==> src/rtl/emc_pkg.sv <==
package emc_pkg;
    localparam int LANES     = 64;
    localparam int NUM_SLOTS = 4;
    localparam int SLOT_W    = $clog2(NUM_SLOTS);
    localparam int OP_W      = 3;

    typedef logic [LANES-1:0] lane_mask_t;

    typedef enum logic [OP_W-1:0] {
        OP_IDLE     = 3'd0,
        OP_LD_COND  = 3'd1,
        OP_SAVE     = 3'd2,
        OP_IF_ARM   = 3'd3,
        OP_ELSE_ARM = 3'd4,
        OP_RESTORE  = 3'd5
    } emc_op_e;

    typedef struct packed {
        lane_mask_t exec;
        lane_mask_t cond;
    } mask_state_t;

    function automatic lane_mask_t all_lanes();
        return '1;
    endfunction

    function automatic logic is_known_op(logic [OP_W-1:0] code);
        return code <= OP_W'(OP_RESTORE);
    endfunction
endpackage

==> src/rtl/emc_slot_bank.sv <==
module emc_slot_bank
    import emc_pkg::*;
#(
    parameter int SLOTS = NUM_SLOTS,
    localparam int IW   = (SLOTS > 1) ? $clog2(SLOTS) : 1
) (
    input  logic       clk,
    input  logic       rst,
    input  logic       wr_en,
    input  logic [IW-1:0] idx,
    input  lane_mask_t wr_data,
    output lane_mask_t rd_data
);
    lane_mask_t slot_q [SLOTS];

    for (genvar s = 0; s < SLOTS; s++) begin : g_slot
        always_ff @(posedge clk) begin
            if (rst) begin
                slot_q[s] <= '0;
            end else if (wr_en && (idx == IW'(s))) begin
                slot_q[s] <= wr_data;
            end
        end
    end

    assign rd_data = slot_q[idx];
endmodule

==> src/rtl/emc_zero_detect.sv <==
module emc_zero_detect #(
    parameter int W = 64
) (
    input  logic [W-1:0] vec,
    output logic         is_zero
);
    assign is_zero = ~|vec;
endmodule

==> src/rtl/emc_mask_unit.sv <==
module emc_mask_unit
    import emc_pkg::*;
(
    input  logic        clk,
    input  logic        rst,
    input  logic [OP_W-1:0] op_code,
    input  lane_mask_t  cmp_result,
    input  lane_mask_t  slot_rd,
    output mask_state_t state_q
);
    mask_state_t state_d;
    emc_op_e     op;

    always_comb begin
        op      = emc_op_e'(op_code);
        state_d = state_q;
        if (is_known_op(op_code)) begin
            unique case (op)
                OP_LD_COND:  state_d.cond = cmp_result;
                OP_IF_ARM:   state_d.exec = state_q.cond & state_q.exec;
                OP_ELSE_ARM: state_d.exec = slot_rd & ~state_q.exec;
                OP_RESTORE:  state_d.exec = slot_rd;
                default:     state_d      = state_q;
            endcase
        end
    end

    always_ff @(posedge clk) begin
        if (rst) begin
            state_q.exec <= all_lanes();
            state_q.cond <= '0;
        end else begin
            state_q <= state_d;
        end
    end
endmodule

==> src/rtl/exec_mask_ctrl.sv <==
module exec_mask_ctrl
    import emc_pkg::*;
(
    input  logic               clk,
    input  logic               rst,
    input  logic [2:0]         op_code,
    input  logic [1:0]         slot_idx,
    input  logic [63:0]        cmp_result,
    input  logic [63:0]        lane_wr_req,
    output logic [63:0]        exec_mask,
    output logic [63:0]        cond_mask,
    output logic               exec_zero,
    output logic               cond_zero,
    output logic [63:0]        lane_wr_en
);
    mask_state_t st;
    lane_mask_t  slot_rd;
    logic        save_en;

    assign save_en = (op_code == OP_SAVE);

    emc_slot_bank #(.SLOTS(NUM_SLOTS)) u_slots (
        .clk     (clk),
        .rst     (rst),
        .wr_en   (save_en),
        .idx     (slot_idx),
        .wr_data (st.exec),
        .rd_data (slot_rd)
    );

    emc_mask_unit u_mask (
        .clk        (clk),
        .rst        (rst),
        .op_code    (op_code),
        .cmp_result (cmp_result),
        .slot_rd    (slot_rd),
        .state_q    (st)
    );

    emc_zero_detect #(.W(LANES)) u_exec_zd (.vec(st.exec), .is_zero(exec_zero));
    emc_zero_detect #(.W(LANES)) u_cond_zd (.vec(st.cond), .is_zero(cond_zero));

    assign exec_mask  = st.exec;
    assign cond_mask  = st.cond;
    assign lane_wr_en = lane_wr_req & st.exec;
endmodule

==> config.mk <==
export PLATFORM = sky130hd
export DESIGN_NAME = exec_mask_ctrl
export DESIGN_NICKNAME = d
export VERILOG_FILES = /design/src/rtl/emc_pkg.sv /design/src/rtl/emc_slot_bank.sv /design/src/rtl/emc_zero_detect.sv /design/src/rtl/emc_mask_unit.sv /design/src/rtl/exec_mask_ctrl.sv
export SDC_FILE = /design/constraint.sdc
export NUM_CORES = 1
export LEC_CHECK = 0
export ABC_AREA = 1
export CAP_MARGIN = 10
export CORE_MARGIN = 3
export CORE_UTILIZATION = 62
export CTS_BUF_LIST = sky130_fd_sc_hd__clkbuf_16
export CTS_CLUSTER_SIZE = 20
export DETAILED_ROUTE_END_ITERATION = 6
export DONT_BUFFER_PORTS = 1
export PLACE_DENSITY_LB_ADDON = 0.05
export SLEW_MARGIN = 20
export SYNTH_ARGS = -nofsm -noshare
export SYNTH_HDL_FRONTEND = slang
export SYNTH_SLANG_ARGS = --single-unit
==> constraint.sdc <==
create_clock -name clk -period 3.7 [get_ports clk]
set_clock_uncertainty 0.15 [all_clocks]
set_input_delay 0.74 -clock clk [delete_from_list [all_inputs] [get_ports clk]]
set_output_delay 0.74 -clock clk [all_outputs]
set_load 0.005 [all_outputs]
==> flow_summary.yaml <==
cells_and_area:
  fin_nets: 2063
  final-seq-area_sq_um: 10200
  syn2layout_area_growth_pct: 8.63
  fin_area_sq_um: 18300
  fin_util: 0.693
  final.fill_count: 2104
  drive_gt1_frac: 0.0490
  multi_input_area_sq_um: 5460
die:
  fp.dieArea_sq_um: 29200
  die_x_um: 171
  io_pins: 329
  coreArea_sq_um: 26400
  initial_core_util: 0.638
  die_height_um: 171
  rows: 59
drt:
  drtPass1Iterations: 7
  detail-route-antenna-nets: 0
  vias_per_cell: 5.82
  drc: 1
  drt_iter0_drc: 1199
  route.vias.total: 13300
  routedWlPerCell_um: 19.5
  wl_mm: 44.6
pwr:
  p_int_mw: 7.07
  power_frac_comb: 0.083
  ir_drop_mv: 0.345
  leakage_nw: 8.06
  seqPwrFrac: 0.529
  power_density_nw_per_um2: 512
  p_sw_frac: 0.248
  netSwitchingPower_mw: 2.32
  clkPwrFrac: 0.389
clocking:
  clk_pin_slew_ns: 0.06
  clockRootBuffer: "clkbuf_16"
  cts-resized-gates: 0
  clk-insertion-delay-late_ns: 0.52
  post_cts_buffers: 0
  cts_tree: "done"
  cts_made_buffers: 40
  cts_hold_repair.buffers: 0
  htreeDepth: 2
  clock-sinks: 384
  clockBufferDepth: 3
sta:
  hold_viol_final: 0
  max_freq_mhz: 345
  fin_crit_ns: 2.90
  setup_violations: 0
  holdWs_ns: 0.173
  tightest_slew_ns: 1.02
  relSlewSlack: 0.316
  layout_worst_path_cycle_share: 0.784
  finalMaxSlewViolations: 0
  fin_setup_tns_ns: 0
  layout_setup_ws_ns: 0.798
  rsz0062_at_grt: "false"
placed_design:
  gp_congestion: 0.807
  pre_cts_slack_ns: 1.02
  dp_hpwl_mm: 26.1
  port_buffers: 0
  dpl-instance-area_sq_um: 17100
critical_path:
  slowest_delay_ns: 0.46
  cp.arrival_ns: 2.01
  cp_slowest_cell: "dfxtp_1"
  startpoint_type: "register"
  crit_type: "reg2out"
  worstSetupEndpointType: "output pin"
  crit_chain: "inv_1, nand2_1, nor2_1, nand2_1, nor2_1, nand2_1, nor2_1"
  worstPathRequired_ns: 2.81
  crit_fanout: 6
global_route:
  grt_max_degree: 72
  grt_usage: 0.300
  grt_overflow: 0
  grt_antenna_before_repair: 1
  grt_pass1_wl_mm: 68.9
  grt_pass1_vias: 12900
logic_synthesis:
  syn_inst: 1972
  syn_nets: 2107
  synth_cell_type_count: 19
  synth_seq_cells: 384
  synth_top_area_frac: 0.456
  yosysWarnings: 0
  syn_area_per_cell_sq_um: 8.55
  netlist_area_sq_um: 16900
  yosysSeqAreaShare: 0.608
  synthTopCellsByArea: "edfxtp_1 46%, dfxtp_1 15%, nand2_1 12%, nor2_1 8.5%, a21oi_1 5.7%"
  synth_top_cell_by_area: "edfxtp_1"
status:
  outcome: "finished, violations left"
  violations: "design-rule violations"
run:
  cap_violations: 0
min_path:
  worst_hold_path_type: "in2reg"
## area by class of cell
cell class / instances / share of cell area
Clock inverter: 31 / 0.00826
Timing Repair Buffer: 20 / 0.0143
Tap cell: 335 / 0.0229
Antenna cell: 1 / 0.000137
Multi-Input combinational cell: 1282 / 0.298
Clock buffer: 41 / 0.0560
Inverter: 200 / 0.0410
Sequential cell: 384 / 0.559
## cells by family (layout without fill, tap and decap cells)
group	count (synthesis)	count (layout)	synth area share
other	0	1	0
and+or+nand+nor	1026	1026	0.244
AOI/OAI and AO/OA	256	256	0.0760
DFF	384	384	0.608
buffers and inverters	306	292	0.0729
## registers in the layout (all words and copies together), names as in the netlist
| register | count |
|---|---|
| u_mask.state_q | 128 |
| u_slots.slot_q | 256 |
## metrics by stage
| step | power, mW | instances |
|---|---|---|
| floorplan | 5.57 | 1972 |
| global placement | 5.80 | 2221 |
| global route | 9.72 | 2294 |
| finish | 9.39 | 2294 |
| CTS | 9.42 | 2293 |
| detailed placement | 5.83 | 2221 |
## path summary, 6_finish.rpt
kind	start	endpoint	slack, ns	depth (start not counted)
max	u_mask.state_q[66]	exec_zero	0.80	7
min	rst	u_mask.state_q[98]	0.17	2
max reg2reg	u_mask.state_q[66]	u_mask.state_q[66]	2.39	4
min reg2reg	u_mask.state_q[49]	u_mask.state_q[49]	0.36	2
## cell usage after synthesis
cell type / n
a21oi_1: 192
buf_1: 13
buf_2: 23
buf_4: 2
buf_6: 6
clkbuf_1: 62
dfxtp_1: 128
edfxtp_1: 256
inv_1: 197
inv_2: 3
nand2_1: 555
nand2_2: 10
nand3_1: 1
nand3_2: 4
nand4_1: 72
nor2_1: 382
nor3_4: 2
o21ai_0: 61
o21ai_1: 3
## layer usage
layer / track usage / part of all wire / vias to the layer above
li1: - / - / 6253
met1: 0.387 / 0.39 / 6377
met2: 0.517 / 0.50 / 624
met3: 0.0460 / 0.075 / 89
met4: 0.116 / 0.033 / 0
met5: 0 / 0 / -
## worst max-delay path: cells and delay by family (launching register included)
kind / cells / cell delay (ns)
buffers and inverters: 1 / 0.24
DFF: 1 / 0.46
and+or+nand+nor: 6 / 0.80
## power groups by stage
stage          Sequential, mW  Clock [mW]  Combinational, mW
2_1_floorplan            5.01           0              0.559
3_3_place_gp             5.05           0              0.757
3_5_place_dp             5.05           0              0.772
4_1_cts                  4.96        3.68              0.775
5_1_grt                  4.99        3.85              0.875
6_report                 4.96        3.65              0.775
## cell usage in the layout (no fill, tap or decap)
master	count
clkbuf_16	41
bufinv_16	1
inv_1	211
clkinvlp_4	1
nor2_1	378
o21ai_1	3
diode_2	1
nor2_4	4
inv_2	4
dfxtp_1	128
nand3_2	4
buf_4	11
o21ai_0	61
nand2_1	551
nand2_2	10
nand2_4	4
clkinv_1	10
a21oi_1	192
nand3_4	1
buf_12	9
clkinv_2	4
nand4_1	72
nor3_4	2
edfxtp_1	256
No activity file was read; power rests on OpenSTA's default activity.
